--- src/rtl/fod_pkg.sv ---
// Shared types for the fractional output divider.
package fod_pkg;
    // Direction of the triangle spread offset.
    typedef enum logic {
        DIR_UP   = 1'b0,
        DIR_DOWN = 1'b1
    } tri_dir_e;
endpackage

--- src/rtl/fod_tri_mod.sv ---
// Triangle spread generator.
// Keeps a signed offset that moves by inc_i once every rate_i boundaries
// (rate 0 acts as 1). It turns round at +/-amp_i, saturating there.
// Assumes step_i is one cycle wide at each output boundary and that clr_i
// (sync) takes priority over step_i.
module fod_tri_mod
    import fod_pkg::*;
#(
    parameter int FRAC_W = 24,
    parameter int RATE_W = 16
) (
    input  logic                     clk,
    input  logic                     rst_n,
    input  logic                     clr_i,
    input  logic                     step_i,
    input  logic                     en_i,
    input  logic [FRAC_W-1:0]        inc_i,
    input  logic [FRAC_W-1:0]        amp_i,
    input  logic [RATE_W-1:0]        rate_i,
    output logic signed [FRAC_W:0]   off_o
);
    localparam int OW = FRAC_W + 1;
    localparam int XW = FRAC_W + 2;

    logic signed [OW-1:0] off_q;
    tri_dir_e             dir_q;
    logic [RATE_W-1:0]    tick_q;

    logic signed [XW-1:0] off_x, inc_x, amp_x, namp_x, up_n, dn_n;
    logic                 last_tick;

    // Widen the operands and form both candidate offsets.
    always_comb begin
        off_x     = {off_q[OW-1], off_q};
        inc_x     = {2'b00, inc_i};
        amp_x     = {2'b00, amp_i};
        namp_x    = -amp_x;
        up_n      = off_x + inc_x;
        dn_n      = off_x - inc_x;
        last_tick = (rate_i == '0) || (tick_q >= rate_i - RATE_W'(1));
    end

    // Advance the tick count and move or turn the offset.
    always_ff @(posedge clk) begin
        if (!rst_n || clr_i) begin
            off_q  <= '0;
            dir_q  <= DIR_UP;
            tick_q <= '0;
        end else if (step_i) begin
            if (!en_i) begin
                off_q  <= '0;
                dir_q  <= DIR_UP;
                tick_q <= '0;
            end else if (last_tick) begin
                tick_q <= '0;
                if (dir_q == DIR_UP) begin
                    if (up_n >= amp_x) begin
                        off_q <= amp_x[OW-1:0];
                        dir_q <= DIR_DOWN;
                    end else begin
                        off_q <= up_n[OW-1:0];
                    end
                end else begin
                    if (dn_n <= namp_x) begin
                        off_q <= namp_x[OW-1:0];
                        dir_q <= DIR_UP;
                    end else begin
                        off_q <= dn_n[OW-1:0];
                    end
                end
            end else begin
                tick_q <= tick_q + RATE_W'(1);
            end
        end
    end

    assign off_o = off_q;


    ss_off_clear_chk: assert property (@(posedge clk) disable iff (!rst_n)
        (step_i && !clr_i && !en_i) |=> (off_q == '0 && tick_q == '0));


    ss_hold_chk: assert property (@(posedge clk) disable iff (!rst_n)
        (step_i && !clr_i && en_i && !last_tick) |=> (off_q == $past(off_q)));
endmodule

--- src/rtl/fod_frac_acc.sv ---
// Fractional accumulator and period-length selection.
// Forms the effective fraction (fraction plus spread offset, clamped) and
// adds it to a 24-bit accumulator at each boundary. It returns the next
// period length minus one: N-1 or N, or 0 in bypass.
// Assumes step_i marks a boundary and clr_i (sync) takes priority.
module fod_frac_acc #(
    parameter int INT_W  = 12,
    parameter int FRAC_W = 24
) (
    input  logic                    clk,
    input  logic                    rst_n,
    input  logic                    clr_i,
    input  logic                    step_i,
    input  logic [INT_W-1:0]        int_i,
    input  logic [FRAC_W-1:0]       frac_i,
    input  logic signed [FRAC_W:0]  off_i,
    input  logic                    int_only_i,
    input  logic                    bypass_i,
    output logic [INT_W-1:0]        len_m1_o
);
    localparam int XW = FRAC_W + 2;
    localparam logic signed [XW-1:0] MAX_X = {2'b00, {FRAC_W{1'b1}}};

    logic [FRAC_W-1:0]    acc_q;
    logic signed [XW-1:0] raw;
    logic [FRAC_W-1:0]    eff;
    logic [FRAC_W:0]      sum;
    logic [INT_W-1:0]     n_m1;

    // Clamp the modulated fraction and pick the next period length.
    always_comb begin
        raw = {2'b00, frac_i} + {off_i[FRAC_W], off_i};
        if (int_only_i)        eff = '0;
        else if (raw < 0)      eff = '0;
        else if (raw > MAX_X)  eff = '1;
        else                   eff = raw[FRAC_W-1:0];
        sum  = {1'b0, acc_q} + {1'b0, eff};
        n_m1 = (int_i < INT_W'(2)) ? INT_W'(1) : int_i - INT_W'(1);
        len_m1_o = bypass_i ? '0 : n_m1 + INT_W'(sum[FRAC_W]);
    end

    // Keep the fractional residue from one boundary to the next.
    always_ff @(posedge clk) begin
        if (!rst_n || clr_i)  acc_q <= '0;
        else if (step_i)      acc_q <= int_only_i ? '0 : sum[FRAC_W-1:0];
    end


    intonly_acc_chk: assert property (@(posedge clk) disable iff (!rst_n)
        (step_i && int_only_i) |=> (acc_q == '0));
endmodule

--- src/rtl/fod_period_cnt.sv ---
// Period down-counter.
// Counts the remaining cycles of the current output period and loads the
// next length at zero. It raises the registered output pulse in the cycle
// after each boundary. Sync forces the count to zero with the pulse low.
module fod_period_cnt #(
    parameter int INT_W = 12
) (
    input  logic             clk,
    input  logic             rst_n,
    input  logic             sync_i,
    input  logic [INT_W-1:0] len_m1_i,
    output logic             bnd_o,
    output logic [INT_W-1:0] cnt_o,
    output logic             pulse_o
);
    logic [INT_W-1:0] cnt_q;
    logic             pulse_q;

    assign bnd_o   = (cnt_q == '0);
    assign cnt_o   = cnt_q;
    assign pulse_o = pulse_q;

    // Count down, reload at the boundary and flag the end of the period.
    always_ff @(posedge clk) begin
        if (!rst_n || sync_i) begin
            cnt_q   <= '0;
            pulse_q <= 1'b0;
        end else if (cnt_q == '0) begin
            cnt_q   <= len_m1_i;
            pulse_q <= 1'b1;
        end else begin
            cnt_q   <= cnt_q - INT_W'(1);
            pulse_q <= 1'b0;
        end
    end


    sync_clear_chk: assert property (@(posedge clk) disable iff (!rst_n)
        sync_i |=> (!pulse_q && cnt_q == '0));
endmodule

--- src/rtl/frac_out_div.sv ---
// Fractional output divider top.
// Ties the period counter, the fractional accumulator and the triangle
// spread generator together. All configuration is taken at a boundary
// only. Sync clears every piece of state for multi-divider alignment.
module frac_out_div #(
    parameter int INT_W  = 12,
    parameter int FRAC_W = 24,
    parameter int RATE_W = 16
) (
    input  logic              clk,
    input  logic              rst_n,
    input  logic              sync_i,
    input  logic [INT_W-1:0]  cfg_int_i,
    input  logic [FRAC_W-1:0] cfg_frac_i,
    input  logic              cfg_bypass_i,
    input  logic              cfg_int_only_i,
    input  logic              cfg_ss_en_i,
    input  logic [FRAC_W-1:0] cfg_ss_inc_i,
    input  logic [FRAC_W-1:0] cfg_ss_amp_i,
    input  logic [RATE_W-1:0] cfg_ss_rate_i,
    output logic              div_pulse_o
);
    logic                   bnd, step;
    logic [INT_W-1:0]       cnt, len_m1;
    logic signed [FRAC_W:0] off;

    // A boundary that is not overridden by sync advances the state.
    assign step = bnd && !sync_i;

    fod_period_cnt #(.INT_W(INT_W)) u_cnt (
        .clk(clk), .rst_n(rst_n), .sync_i(sync_i), .len_m1_i(len_m1),
        .bnd_o(bnd), .cnt_o(cnt), .pulse_o(div_pulse_o)
    );

    fod_frac_acc #(.INT_W(INT_W), .FRAC_W(FRAC_W)) u_acc (
        .clk(clk), .rst_n(rst_n), .clr_i(sync_i), .step_i(step),
        .int_i(cfg_int_i), .frac_i(cfg_frac_i), .off_i(off),
        .int_only_i(cfg_int_only_i), .bypass_i(cfg_bypass_i),
        .len_m1_o(len_m1)
    );

    fod_tri_mod #(.FRAC_W(FRAC_W), .RATE_W(RATE_W)) u_tri (
        .clk(clk), .rst_n(rst_n), .clr_i(sync_i), .step_i(step),
        .en_i(cfg_ss_en_i), .inc_i(cfg_ss_inc_i), .amp_i(cfg_ss_amp_i),
        .rate_i(cfg_ss_rate_i), .off_o(off)
    );


    len_range_chk: assert property (@(posedge clk) disable iff (!rst_n)
        (step && !cfg_bypass_i && cfg_int_i >= INT_W'(2)) |=>
        (cnt == $past(cfg_int_i) - INT_W'(1) || cnt == $past(cfg_int_i)));


    intonly_len_chk: assert property (@(posedge clk) disable iff (!rst_n)
        (step && !cfg_bypass_i && cfg_int_only_i && cfg_int_i >= INT_W'(2)) |=>
        (cnt == $past(cfg_int_i) - INT_W'(1)));


    bypass_pulse_chk: assert property (@(posedge clk) disable iff (!rst_n)
        (step && cfg_bypass_i) |=> (div_pulse_o && bnd));
endmodule

--- config.mk ---
export PLATFORM = sky130hd
export DESIGN_NAME = frac_out_div
export DESIGN_NICKNAME = d
export VERILOG_FILES = /design/src/rtl/fod_pkg.sv /design/src/rtl/fod_tri_mod.sv /design/src/rtl/fod_frac_acc.sv /design/src/rtl/fod_period_cnt.sv /design/src/rtl/frac_out_div.sv
export SDC_FILE = /design/constraint.sdc
export NUM_CORES = 1
export LEC_CHECK = 0
export BUFFER_PORTS_ARGS = -buffer_cell sky130_fd_sc_hd__buf_4
export CAP_MARGIN = 20
export CORE_ASPECT_RATIO = 1.75
export CORE_MARGIN = 2
export CORE_UTILIZATION = 35
export CTS_BUF_LIST = sky130_fd_sc_hd__clkbuf_2
export CTS_CLUSTER_SIZE = 28
export DETAILED_ROUTE_END_ITERATION = 12
export HOLD_SLACK_MARGIN = 0.02
export SLEW_MARGIN = 25
export SYNTH_ARGS = -nofsm -noshare
export SYNTH_HDL_FRONTEND = slang
export SYNTH_SLANG_ARGS = --single-unit
--- constraint.sdc ---
create_clock -name clk -period 14.31 [get_ports clk]
set_input_delay 2.862 -clock clk [delete_from_list [all_inputs] [get_ports clk]]
set_output_delay 2.862 -clock clk [all_outputs]
set_load 0.1 [all_outputs]
**Word-level counts from Yosys, hierarchy flattened**

Index checks and enable logic that the tools add are counted.

- Input bits: 106
- Bits in registers: 79
- Word-level logic and storage cells: 51

- Equality and inequality tests: 1
- Multiplexer cells: 20
- Add/subtract/negate cells: 10
- $lt $le $gt $ge: 6
- Reductions and logical operators: 8

Operator list:

| operator | number |
|---|---|
| $mux 25 | 5 |
| $mux 24 | 4 |
| $add 25x25->26 | 2 |
| $mux 12 | 3 |
| $mux 16 | 2 |
| $ge 26x25->1 | 1 |
| $gt 26x25->1 const B | 1 |
| $le 26x26->1 | 1 |
| $lt 26x1->1 const B | 1 |
| $neg 24->26 | 1 |
| $sub 25x25->26 | 1 |
| $add 24x24->25 | 1 |
| $sub 12x1->12 const B | 2 |
| $add 16x1->16 const B | 1 |
| $ge 16x16->1 | 1 |
| $logic_not 16->1 | 1 |
| $sub 16x1->16 const B | 1 |
| $add 12x1->12 | 1 |
| $logic_not 12->1 | 1 |
| $lt 12x2->1 const B | 1 |
| $mux 1 | 6 |
| $logic_not 1->1 | 2 |
| $logic_or 1x1->1 | 2 |
| $ne 2x1->1 const B | 1 |
| other kinds (2) | 2 |

**Depth between registers and ports, before layout**

- Depth in word-level cells: 9
- Mapped depth: 35
- Gate-level depth less buffers: 35

**Cells and area by module**

From an unflattened synthesis, not the netlist that was laid out.

- Cells, all modules: 1562
- Area total of the unflattened synthesis: 11624.9 um2

Modules (own cells, without submodules):

| module | cells an instance | times used | area an instance (um2) |
|---|---|---|---|
| fod_tri_mod | 949 | 1 | 7015.5 |
| fod_frac_acc | 536 | 1 | 3897.5 |
| fod_period_cnt | 76 | 1 | 698.2 |
| frac_out_div | 1 | 1 | 13.8 |

**Worst setup path after synthesis**

No wires, ideal clock.

- Path type: input to register
- Start: input port cfg_frac_i[6]
- End: register u_cnt.cnt_q[11], in the netlist u_cnt.cnt_o[11]
- Setup time: 128 ps
- Stages on the path: 31
- Path buffers: 1
- Setup slack: 5693 ps
- Required time: 14182 ps
- Data arrival time: 8489 ps
- Path through: ha_1 a2111oi_0 o21ai_0 a41oi_2 o21ai_1 a31o_2 a211o_1 and3_1 a31oi_1 buf_2 a21oi_1 ha_1 o21a_1 o31a_1 o21ai_0 a211oi_1 o21ai_0 o21ai_0 a31oi_1 o21ai_0 nand3_1 nand2_1 ha_1 nand2_1 nor3_1 nand2_1 nor3_1 nand3_1 xor2_1 a22oi_1 nor2_1

- Word-level cells in the longest chain between the ends: 9

RTL lines:

| element | RTL line | RTL |
|---|---|---|
| start, declared | frac_out_div.sv:14 | `input logic [FRAC_W-1:0] cfg_frac_i,` |
| $add 25x25->26 (*) | fod_frac_acc.sv:32 | `raw = {2'b00, frac_i} + {off_i[FRAC_W], off_i};` |
| $gt 26x25->1 | fod_frac_acc.sv:35 | `else if (raw > MAX_X) eff = '1;` |
| $mux 24 | fod_frac_acc.sv:35 |  |
| $mux 24 (*) | fod_frac_acc.sv:34 | `else if (raw < 0) eff = '0;` |
| $mux 24 (*) | fod_frac_acc.sv:33 | `if (int_only_i) eff = '0;` |
| $add 24x24->25 (*) | fod_frac_acc.sv:37 | `sum = {1'b0, acc_q} + {1'b0, eff};` |
| $add 12x1->12 (*) | fod_frac_acc.sv:39 | `len_m1_o = bypass_i ? '0 : n_m1 + INT_W'(sum[FRAC_W]);` |
| $mux 12 (*) | fod_frac_acc.sv:39 |  |
| $mux 12 (*) | fod_period_cnt.sv:28 | `end else if (cnt_q == '0) begin` |
| end signal, assigned | fod_period_cnt.sv:29 | `cnt_q <= len_m1_i;` |
| end signal, assigned | fod_period_cnt.sv:32 | `cnt_q <= cnt_q - INT_W'(1);` |
| end, declared | fod_period_cnt.sv:16 | `logic [INT_W-1:0] cnt_q;` |

Every way passes the cells marked *; elsewhere a longest branch is shown, timed or not.
A chain may end at the register's enable or synchronous reset.

**Worst setup path in the final report**

Same ends and word-level chain as after synthesis.

==> flow_metrics.py <==
metrics = {
    "clock_tree": {
        "cts_hold_buf": 0,
        "cts_tree": "yes",
        "cts_root_buf": "clkbuf_2",
        "clock-sinks": 79,
        "cts_buffer_depth": 2,
        "clk_latency_ns": 0.71,
        "ctsHtreeMaxLevel": 3,
        "post-cts-setup-buffer-count": 0,
        "cts_resized": 0,
        "clk_pin_slew_ns": 0.27,
        "cts_buffers": 9,
    },
    "pwr": {
        "p_per_area_nw_per_um2": 71.7,
        "p_sw_uw": 413,
        "irDropWorstVdd_mv": 0.0843,
        "clkPwrFrac_pct": 17.7,
        "comb_power_share_pct": 53.9,
        "p_int_uw": 482,
        "leakage_nw": 5.66,
        "p_seq_share_pct": 28.4,
        "power.total_uw": 895,
        "p_sw_share_pct": 46.1,
    },
    "placed_design": {
        "dp.final_hpwl_mm": 31.3,
        "io_buffer_count": 106,
        "place.gp.congestion": 0.963,
        "place_ws_ns": 4.45,
    },
    "yosys": {
        "netlist.area_leader.share_pct": 19.1,
        "syn_area_um2": 11100,
        "yosysWarningCount": 0,
        "synth_ff_type": "dfxtp_1",
        "synth_edf_count": 0,
        "async_reset_ff_share_pct": 0,
        "synthDistinctLibCells": 90,
        "synthCells": 1484,
        "mappedNetlistNets": 1764,
        "synth_seq_cells": 79,
        "seq_area_frac_synth_pct": 14.2,
        "synth.avg_cell_area_um2": 7.51,
        "synth_top_area_cell": "ha_1",
        "synth_area_leaders": "ha_1 19%, dfxtp_1 14%, xnor2_1 7.5%",
    },
    "layout": {
        "nNetsFinal": 1847,
        "regArea_um2": 1580,
        "drive_above_1_share_pct": 10.8,
        "final_util_pct": 39.7,
        "multi_input_comb_area_um2": 9000,
        "final_cell_mix": "170 x ha_1, 144 x nor2_1, 143 x a21oi_1, 116 x buf_4, 100 x inv_1",
        "area_delta_synth_final_pct": 12.0,
        "fill_cells": 3348,
        "final_common_cell": "ha_1",
    },
    "routing": {
        "first_pass_iters": 5,
        "ant_nets": 0,
        "drt_wl_total_mm": 37.4,
        "viasPerCell": 5.64,
        "remaining_drc_errors": 0,
        "wl_per_cell_um": 19.0,
        "vias": 11111,
        "drtIter0Drc": 535,
    },
    "critical_path": {
        "cp-start-kind": "input port",
        "max_stage_delay_ns": 0.43,
        "cp_max_fo": 22,
        "crit_top_cell": "o21ai_0",
        "crit_path_end_kind": "flop",
        "critPathKind": "input port to flop",
        "crit_required_ns": 14.95,
        "arrival_ns": 9.75,
        "cpMaxStageDelayCell": "a2111oi_0",
    },
    "hold_path": {
        "hp-class": "flop to flop",
    },
    "sta": {
        "setup_violations": 0,
        "worst_slack_ns": 5.20,
        "period_share_pct": 63.7,
        "fmax_ghz": 0.110,
        "hold_violations": 0,
        "worst_pin_slew_ns": 1.05,
        "skew_ns": 0.0344,
        "relSlewSlack_pct": 29.9,
        "rsz0062_at_grt": "no",
        "setup-tns-final_ns": 0,
        "timing.hold.ws_ns": 0.485,
        "slew_violations": 0,
        "period_needed_ns": 9.11,
    },
    "global_route": {
        "overflow": 0,
        "grt_max_degree": 34,
        "grt_pass1_wl_mm": 58.0,
        "antenna_found_initial": 2,
        "grtUsageTotal_pct": 22.2,
        "grt_pass1_vias": 11119,
    },
    "status": {
        "status": "finished clean",
    },
    "job": {
        "maxCapViolCount": 0,
    },
    "die": {
        "pin_count": 107,
        "num_rows": 86,
        "start_util_pct": 35.5,
        "dieArea_um2": 33300,
        "die_y_um": 240,
        "core_area_um2": 31400,
        "die_w_um": 139,
    },
}
## worst max-delay path: cells and delay by family
family	cells	cell delay [ns]
buffers and inverters	2	0.37
xor gates and xnor gates	1	0.17
adders and majority gates	3	0.84
and+or+nand+nor	10	1.58
AOI/OAI and AO/OA	16	3.92
## state kept, by name (all words and copies together) (netlist names)
name / cells
u_tri.off_o: 25
u_cnt.pulse_o: 1
u_acc.acc_q: 24
u_tri.dir_q: 1
u_tri.tick_q: 16
u_cnt.cnt_o: 12
## power groups by stage
stage,combinational (mW),clock [mW],sequential [mW]
after global placement,0.475,0,0.258
after CTS,0.482,0.165,0.255
final,0.482,0.158,0.255
after global routing,0.538,0.169,0.258
after detailed placement,0.479,0,0.259
after floorplan,0.343,0,0.257
## cell type report
class | instances | area share, %
Antenna cell | 3 | 0.0601
Sequential cell | 79 | 12.7
Tap cell | 396 | 3.97
Clock buffer | 9 | 0.361
Multi-Input combinational cell | 1258 | 72.1
Clock inverter | 7 | 0.762
Timing Repair Buffer | 116 | 6.98
Inverter | 103 | 3.10
## Yosys cell counts, types with 27 or more instances
library cell  number
nand2_1           97
o21ai_0           72
a21oi_1          143
dfxtp_1           79
a21o_1            39
ha_1             170
mux2i_1           28
xnor2_1           95
xor2_1            55
nor3_1            32
a22oi_1           27
inv_1            100
nor2_1           144
clkbuf_1          30
nand2b_1          27
nand3_1           40
## through the flow
stage / area [um2] / cells
after global routing: 12500 / 1970
after floorplan: 11100 / 1484
after CTS: 12500 / 1968
after global placement: 12300 / 1952
final: 12500 / 1971
after detailed placement: 12300 / 1952
## kinds of logic after synthesis
kind of cell / count (synthesis) / synth area share, %
adder cells (fa/ha/maj): 174 / 19.8
AND/OR/NAND/NOR: 456 / 20.2
AO/OA/AOI/OAI: 447 / 25.9
multiplexers: 30 / 2.72
buffers and inverters: 147 / 5.22
flip-flops: 79 / 14.2
XOR/XNOR: 151 / 11.9
## layer usage
layer / track usage, % / vias up / routed length (um)
met5: 0 / - / 0
met4: 14.0 / 0 / 2410
met3: 2.83 / 110 / 989
met2: 44.8 / 280 / 20700
met1: 20.6 / 5157 / 13300
li1: - / 5564 / -
## final timing paths
| kind | depth (start not counted) | startpoint | slack [ns] | end |
|---|---|---|---|---|
| worst max-delay path | 32 | cfg_frac_i[6] | 5.20 | u_cnt.cnt_o[11]$_SDFF_PP0_ |
| worst min-delay path | 2 | u_acc.acc_q[19]$_SDFFE_PP0P_ | 0.49 | u_acc.acc_q[19]$_SDFFE_PP0P_ |
| worst max register to register | 32 | u_tri.off_o[1]$_SDFFE_PP0P_ | 6.87 | u_cnt.cnt_o[11]$_SDFF_PP0_ |
| worst min register to register | 2 | u_acc.acc_q[19]$_SDFFE_PP0P_ | 0.49 | u_acc.acc_q[19]$_SDFFE_PP0P_ |
Power figures use the tool's default switching activity.
